`src/rtl/tmr_cascade_bank.sv`:
```
module tmr_cascade_bank (
  input  logic        clk,
  input  logic        rst_n,
  input  logic [3:0]  tick_en,
  input  logic        wr_en,
  input  logic        rd_en,
  input  logic [7:0]  addr,
  input  logic [1:0]  size,
  input  logic [31:0] wdata,
  output logic [31:0] rdata,
  output logic        err,
  output logic [3:0]  uflow
);
  localparam int NT = 4;
  localparam int TW = 8;
  localparam int DW = NT * TW;
  localparam logic [1:0] SRC_CAS = 2'd3;

  logic [TW-1:0] mode [NT];
  logic [TW-1:0] base [NT];
  logic [TW-1:0] cnt  [NT];
  logic [NT-1:0] run;

  logic [NT-1:0] cas, act, allz, busy, stp, ufc, top;

  always_comb begin
    for (int i = 0; i < NT; i++) cas[i] = (i != 0) && (mode[i][1:0] == SRC_CAS);
    act[0]  = tick_en[0] && run[0];
    allz[0] = cnt[0] == '0;
    busy[0] = run[0];
    stp[0]  = act[0];
    for (int i = 1; i < NT; i++) begin
      if (cas[i]) begin
        act[i]  = act[i-1];
        allz[i] = (cnt[i] == '0) && allz[i-1];
        busy[i] = busy[i-1];
        stp[i]  = act[i-1] && allz[i-1];
      end else begin
        act[i]  = tick_en[i] && run[i];
        allz[i] = cnt[i] == '0;
        busy[i] = run[i];
        stp[i]  = act[i];
      end
    end
    top[NT-1] = 1'b1;
    ufc[NT-1] = act[NT-1] && allz[NT-1];
    for (int i = NT-2; i >= 0; i--) begin
      top[i] = !cas[i+1];
      ufc[i] = top[i] ? (act[i] && allz[i]) : ufc[i+1];
    end
  end

  wire [3:0] grp  = addr[7:4];
  wire [1:0] idx  = addr[1:0];
  wire       amap = (addr[3:2] == 2'b00) && (grp <= 4'd2);
  wire       szok = (size == 2'd0) || (size == 2'd1 && !idx[0]) || (size == 2'd2 && idx == 2'd0);
  wire [7:0] mv   = wdata[7:0];

  logic [NT-1:0] lanes;
  logic [TW-1:0] wb [NT];
  logic [DW-1:0] rv;

  always_comb begin
    int n, sh;
    logic [TW-1:0] rb;
    n  = 1 << size;
    rv = '0;
    for (int k = 0; k < NT; k++) begin
      lanes[k] = szok && (k >= int'(idx)) && (k < int'(idx) + n);
      sh       = lanes[k] ? (n - 1 - (k - int'(idx))) : 0;
      wb[k]    = TW'(wdata >> (TW * sh));
      case (grp)
        4'd0:    rb = mode[k];
        4'd1:    rb = base[k];
        default: rb = busy[k] ? cnt[k] : base[k];
      endcase
      if (lanes[k]) rv = rv | (DW'(rb) << (TW * sh));
    end
  end

  logic          mbad, start, nz, brk;
  logic [NT-1:0] chain;

  always_comb begin
    mbad  = (size != 2'd0) || (mv[7] && mv[6]) || (mv[5:2] != 4'd0) ||
            (idx == 2'd0 && mv[1:0] == SRC_CAS);
    start = mv[7] && (mv[1:0] != SRC_CAS);
    chain = '0;
    chain[idx] = 1'b1;
    nz  = base[idx] != '0;
    brk = 1'b0;
    for (int j = 1; j < NT; j++) begin
      if (j > int'(idx) && !brk) begin
        if (mode[j][1:0] == SRC_CAS) begin
          chain[j] = 1'b1;
          nz = nz || (base[j] != '0);
          if (start && !mode[j][7]) mbad = 1'b1;
        end else begin
          brk = 1'b1;
        end
      end
    end
  end

  wire wmode = wr_en && amap && grp == 4'd0 && !mbad;
  wire wbase = wr_en && amap && grp == 4'd1 && szok;
  wire werr  = wr_en && (!amap || grp == 4'd2 || (grp == 4'd0 && mbad) || (grp == 4'd1 && !szok));
  wire rsel  = rd_en && !wr_en;
  wire rerr  = rsel && (!amap || !szok);

  always_ff @(posedge clk) begin
    if (!rst_n) begin
      for (int i = 0; i < NT; i++) begin
        mode[i] <= '0;
        base[i] <= '0;
        cnt[i]  <= '0;
      end
      run   <= '0;
      rdata <= '0;
      err   <= 1'b0;
      uflow <= '0;
    end else begin
      err   <= werr || rerr;
      uflow <= ufc & top;
      if (rsel) rdata <= rerr ? '0 : rv;
      for (int i = 0; i < NT; i++) begin
        if (ufc[i])      cnt[i] <= base[i];
        else if (stp[i]) cnt[i] <= cnt[i] - 1'b1;
      end
      if (wbase) begin
        for (int k = 0; k < NT; k++) begin
          if (lanes[k]) begin
            base[k] <= wb[k];
            if (!busy[k]) cnt[k] <= wb[k];
          end
        end
      end
      if (wmode) begin
        mode[idx] <= mv;
        if (start) begin
          run[idx] <= nz;
          for (int k = 0; k < NT; k++) if (chain[k]) cnt[k] <= base[k];
        end else begin
          run[idx] <= 1'b0;
          if (mv[6]) cnt[idx] <= base[idx];
        end
      end
    end
  end

  AST_LOWEST_NOT_CASCADED: assert property (@(posedge clk) disable iff (!rst_n)
    mode[0][1:0] != SRC_CAS);

  for (genvar g = 0; g < NT; g++) begin : g_chk
    AST_RESERVED_ZERO: assert property (@(posedge clk) disable iff (!rst_n)
      mode[g][5:2] == 4'd0);
    AST_NO_LOAD_AND_RUN: assert property (@(posedge clk) disable iff (!rst_n)
      !(mode[g][7] && mode[g][6]));
    AST_ERR_KEEPS_MODE: assert property (@(posedge clk) disable iff (!rst_n)
      err |-> mode[g] == $past(mode[g]));
    AST_RELOAD_ON_UFLOW: assert property (@(posedge clk) disable iff (!rst_n)
      uflow[g] |-> cnt[g] == $past(base[g]));
    AST_STOPPED_HOLD: assert property (@(posedge clk) disable iff (!rst_n)
      (!busy[g] && !wr_en) |=> $stable(cnt[g]));
    if (g < NT-1) begin : g_top
      AST_UFLOW_AT_TOP: assert property (@(posedge clk) disable iff (!rst_n)
        uflow[g] |-> !$past(cas[g+1]));
    end
  end
endmodule

```
`config.mk`:
```
export PLATFORM = sky130hd
export DESIGN_NAME = tmr_cascade_bank
export DESIGN_NICKNAME = d
export VERILOG_FILES = /design/src/rtl/tmr_cascade_bank.sv
export SDC_FILE = /design/constraint.sdc
export NUM_CORES = 1
export LEC_CHECK = 0
export ABC_AREA = 1
export ABC_CLOCK_PERIOD_IN_PS = 5400
export BUFFER_PORTS_ARGS = -buffer_cell sky130_fd_sc_hd__buf_4
export CAP_MARGIN = 20
export CORE_UTILIZATION = 63
export DETAILED_ROUTE_END_ITERATION = 7
export PLACE_DENSITY = 0.83
export SLEW_MARGIN = 15
export SYNTH_ARGS = -nofsm -noshare
export SYNTH_HDL_FRONTEND = slang
export SYNTH_SLANG_ARGS = --single-unit
```
`constraint.sdc`:
```
create_clock -name clk -period 5.4 [get_ports clk]
set_input_delay 1.08 -clock clk [delete_from_list [all_inputs] [get_ports clk]]
set_output_delay 1.08 -clock clk [all_outputs]
set_load 0.05 [all_outputs]
```
# ---- Yosys cells after proc, flatten, opt, wreduce, memory -nomap -nowiden
# Memory sizes are Yosys's and may differ from the RTL's.
# Index checks and enable logic that the tools add are counted.
dict set report word_totals {
  inputBits 50
  register_bits 41
  n_memories 3
  output_inout_bits 37
  ramBits 96
  romBits 0
  latch_bits 0
}
dict set report op_classes {
  n_mul 0
  n_div 0
  shift 9
  add_sub_neg 14
  order_cmp 13
  reduce_logical 81
  eq_ne 9
  muxes 177
  bitwise_logic 26
}
# memory depth word_bits read_ports rd_clocked_by_memory_dff write_ports line_no
set mem_list {}
lappend mem_list {base 4 8 5 0 4 20} ;# logic [TW-1:0] base [NT];
lappend mem_list {cnt 4 8 4 0 5 21} ;# logic [TW-1:0] cnt [NT];
lappend mem_list {mode 4 8 4 0 4 19} ;# logic [TW-1:0] mode [NT];
# op n
set op_table {}
lappend op_table {{2-to-1 mux 8 bit} 25}
lappend op_table {{2-to-1 mux 32 bit} 5}
lappend op_table {{2-to-1 mux 1 bit} 135}
lappend op_table {{<< shifter 8 x 32 -> 32 bit} 4}
lappend op_table {{>> shifter 32 x 32 -> 8 bit} 4}
lappend op_table {{2-to-1 mux 29 bit} 4}
lappend op_table {{subtractor 29 x 3 -> 29 bit} 4}
lappend op_table {{bitwise OR 32 bit} 3}
lappend op_table {{< comparator 3 x 32 -> 1 bit, first input constant} 2}
lappend op_table {{case mux 8 bit (2 select lines)} 4}
lappend op_table {{logical AND 1 bit} 40}
lappend op_table {{adder 3 x 32 -> 32 bit} 1}
lappend op_table {{zero test 8 bit} 4}
lappend op_table {{< comparator 1 x 32 -> 1 bit, first input constant} 1}
lappend op_table {{< comparator 2 x 32 -> 1 bit, first input constant} 1}
lappend op_table {{nonzero test 8 bit} 4}
lappend op_table {{<< shifter 1 x 2 -> 32 bit, first input constant} 1}
lappend op_table {{subtractor 8 x 1 -> 8 bit, second input constant} 4}
lappend op_table {{subtractor 29 x 2 -> 29 bit, second input constant} 1}
lappend op_table {{bitwise OR 1 bit} 20}
lappend op_table {{zero test 1 bit} 13}
lappend op_table {{logical OR 1 bit} 13}
lappend op_table {{== test 2 bit, second input constant} 5}
lappend op_table {{bitwise AND 4 bit} 2}
lappend op_table {{other kinds (23)} 29}

# ---- Longest topological paths before layout
dict set report depth {
  word_depth 20
  ltp_mapped 25
  ltp_nobuf 24
}

# ---- Least setup slack after synthesis
# Ideal clock, no wire load.
dict set report synth_path {
  path_kind {input-to-reg}
  from {input port size[0]}
  to {memory cnt[2][0], data pin}
  path_slack_ns 0.940
  path_stages 21
  setup_ns 0.131
  arrival_ns 4.329
  required_time_ns 5.269
  path_buffers 0
  cell_sequence {inv_1 > nor2_1 > inv_1 > ha_1 > inv_1 > fa_1 > a21o_1 > ha_1 > or2_2 > ha_1 > nor3_1 > nand3_1 > inv_1 > nand2_1 > nand2_1 > o21ai_1 > a21oi_1 > nand3_1 > nand2_1 > nand3_1 > nand2_1}
}
# item line_no
set synth_lines {}
lappend synth_lines {{from (decl)} 8} ;# input logic [1:0] size,
lappend synth_lines {{to (decl)} 21}

==> flow_metrics.py <==
metrics = {
    "outcome": {
        "status": "finished with violations",
        "violations": "DRC",
    },
    "cells_and_area": {
        "drive_gt1_share_pct": 10.54,
        "syn2layout_area_growth_pct": 11.87,
        "final_area_mm2": 0.01377,
        "final_common_cell": "nand2_1",
        "multi_input_area_mm2": 0.007495,
        "regArea_mm2": 0.003704,
        "fillers": 1633,
        "fin_nets": 2072,
        "mostFrequentLayoutCells": "nand2_1 (576), nand3_1 (203), inv_1 (202), nor2_1 (184), buf_4 (110)",
        "diodes": 0,
    },
    "floorplan": {
        "num_rows": 50,
        "die_y_um": 141.8,
        "start_util_pct": 64.94,
        "die_x_um": 141.8,
        "num_io_pins": 87,
        "dieArea_mm2": 0.02010,
        "coreArea_mm2": 0.01896,
    },
    "logic_synthesis": {
        "ys_seq_elements": 137,
        "ys_warn_count": 0,
        "synth_top_cell_area_share_pct": 23.42,
        "synth_compound_area_share_pct": 12.13,
        "yosysSeqAreaShare_pct": 30.09,
        "syn_area_per_cell_um2": 6.482,
        "syn_area_mm2": 0.01231,
        "synth_simple_gate_area_share_pct": 41.79,
        "synth-main-ff-cell": "edfxtp_1",
        "yosys.area.top_type": "edfxtp_1",
        "syn-instance-count": 1899,
        "synth-edff-count": 96,
        "synth_cell_types": 50,
        "synthMuxAreaShare_pct": 0,
        "ys_top_cells_by_area": "edfxtp_1 (23%), nand2_1 (18%), nand3_1 (8.3%)",
        "synth-adder-area-share_pct": 4.737,
        "synth-async-reset-ratio_pct": 0,
        "synth_top_family_by_area": "simple AND/OR/NAND/NOR gates",
        "synth_xor_area_share_pct": 1.637,
    },
    "sta": {
        "setup_viol": 0,
        "fin_crit_ps": 4627,
        "tightest_slew_ps": 1290,
        "hold_viol_final": 0,
        "maxSlewHeadroom_pct": 14.02,
        "slew_viol_final": 0,
        "fin_crit_sh_pct": 85.68,
        "finalSetupTns_ps": 0,
        "max_freq_mhz": 216.1,
        "holdWs_ps": 466.6,
        "fin_worst_skew_ps": 12.45,
        "rsz0062_at_grt": "false",
    },
    "worst_setup_path": {
        "worst_r2r_path_depth": 15,
        "startpoint_type": "primary input",
        "end_kind": "register",
        "path_class": "primary input to register",
        "critPathMaxFanout": 9,
        "crit_start": "size[0]",
        "worstPathRequired_ps": 5710,
        "worstPathArrival_ps": 4940,
        "r2r-start": "cnt[0][0]$_DFFE_PP_",
    },
    "power": {
        "ir_worst_vdd_v": 0.0002190,
        "intPower_w": 0.001979,
        "p_leak_nw": 6.433,
        "p_clk_share_pct": 36.3,
        "p_comb_share_pct": 25.5,
        "powerDensity_mw_per_mm2": 228.1,
        "seq_power_share_pct": 38.2,
        "swShare_pct": 37.00,
        "p_switching_w": 0.001162,
    },
    "route": {
        "post-route-drc-count": 2,
        "first_pass_iters": 8,
        "dr.first_iter.drc_count": 2757,
        "viasPerCell": 6.447,
        "wire_per_inst_um": 21.68,
        "postRouteAntennaNets": 0,
        "wirelength_um": 48830,
        "num_vias": 14519,
    },
    "place": {
        "place_congestion": 1.155,
        "port_buffers": 86,
        "dpl-instance-area_mm2": 0.01321,
        "hpwl_um": 37250,
    },
    "global_route": {
        "grt_pass1_vias": 13058,
        "grt_util_all_layers_pct": 48.97,
        "grt-ovfl-total": 0,
        "antenna_found_initial": 0,
        "grt_max_degree": 38,
        "grt_pass1_wl_um": 73750,
    },
    "clocking": {
        "cts-hold-fix-buffers": 0,
        "clockRootBuffer": "clkbuf_16",
        "cts_tree": "built",
        "clock_sinks": 137,
        "ctsResizeCount": 0,
        "htreeDepth": 4,
        "clock_latency_ps": 440,
        "post-cts-setup-buffers": 0,
        "path_clk_slew_ps": 70,
        "numCtsBuffers": 17,
        "cts_max_path_buffers": 2,
    },
    "hold_path": {
        "holdPathStages": 2,
        "min_from": "rdata[21]$_SDFFE_PN0P_",
        "hp-class": "register to register",
    },
    "run": {
        "cap_violations": 0,
    },
}
[per-stage QoR]
step	util, %	std cells	worst slack, ps	total power, W
6_report	72.65	2252	773.3	0.003142
4_1_cts	72.61	2251	819.9	0.003072
2_1_floorplan	-	1917	940.3	0.001690
3_3_place_gp	69.67	2219	577.2	0.001953
3_5_place_dp	69.67	2219	395.6	0.001967
5_1_grt	72.65	2252	556.8	0.003207
[cells by family after synthesis]
logic type                 count (synthesis)
and+or+nand+nor                         1140
buffers and inverters                    296
AOI/OAI and AO/OA                        259
DFF                                      137
adders and majority gates                 43
xor gates and xnor gates                  23
other                                      1
[registers in the layout, indices dropped and copies added, names as in the netlist]
signal and flops:
base 32, cnt 32, err 1, mode 32, rdata 32, run 4, uflow 4
[final timing paths]
| check | to | slack (ps) |
|---|---|---|
| min reg2reg | rdata[21]$_SDFFE_PN0P_ | 470 |
| max reg2reg | cnt[2][1]$_DFFE_PP_ | 2010 |
| min | rdata[21]$_SDFFE_PN0P_ | 470 |
| max | cnt[2][6]$_DFFE_PP_ | 770 |
[cells in the mapped netlist, drive strengths merged, types with 2 or more instances]
cell    count
buf        39
o221ai     13
a21oi     104
edfxtp     96
fa          6
clkbuf     28
nand3     208
inv       221
o22ai      11
o21bai      6
ha         37
or2         5
nand2     590
nand3b      6
nor2      203
a21o        2
a31oi       2
nor3       20
xor2       15
xnor2       8
clkinv      8
dfxtp      41
o211ai     35
nor4        6
o21ai      83
nand4     101
[layer usage]
layer	global-route usage [%]	routed length [um]	share of wire, %	vias up
met2	72.02	19980	41	1265
met4	33.33	3986	8.2	0
met1	60.85	17400	36	6415
met3	16.30	7464	15	321
met5	0	0	0	-
li1	-	-	-	6518
[critical path, cell delays in order]
cell and delay (ps):
buf_4 120, inv_1 40, nor2_1 230, inv_1 90
ha_1 370, inv_1 100, fa_1 490, a21o_1 220
ha_1 190, or2_2 320, ha_1 280, nor3_1 180
nand3_1 100, inv_1 60, nand2_1 50, nand2_1 70
o21ai_1 290, a21oi_1 350, nand3_1 120, nand2_1 80
nand3_1 60, nand2_1 60
[layout make-up]
cell class	instances	share of cell area (%)
clock buffers	17	3.089
clock inverters	15	0.9540
inverters	229	6.278
multi-input cells	1484	54.42
flip-flops and latches	137	26.89
well taps	260	2.362
repair buffers	110	5.997
[power by group through the flow]
stage          Clock, W  Sequential (W)  Combinational, W
2_1_floorplan         0         0.00121          0.000483
3_3_place_gp          0         0.00122          0.000736
3_5_place_dp          0         0.00122          0.000749
4_1_cts         0.00112         0.00120          0.000753
5_1_grt         0.00116         0.00120          0.000842
6_report        0.00114         0.00120          0.000802
No activity file was read; power rests on OpenSTA's default activity.
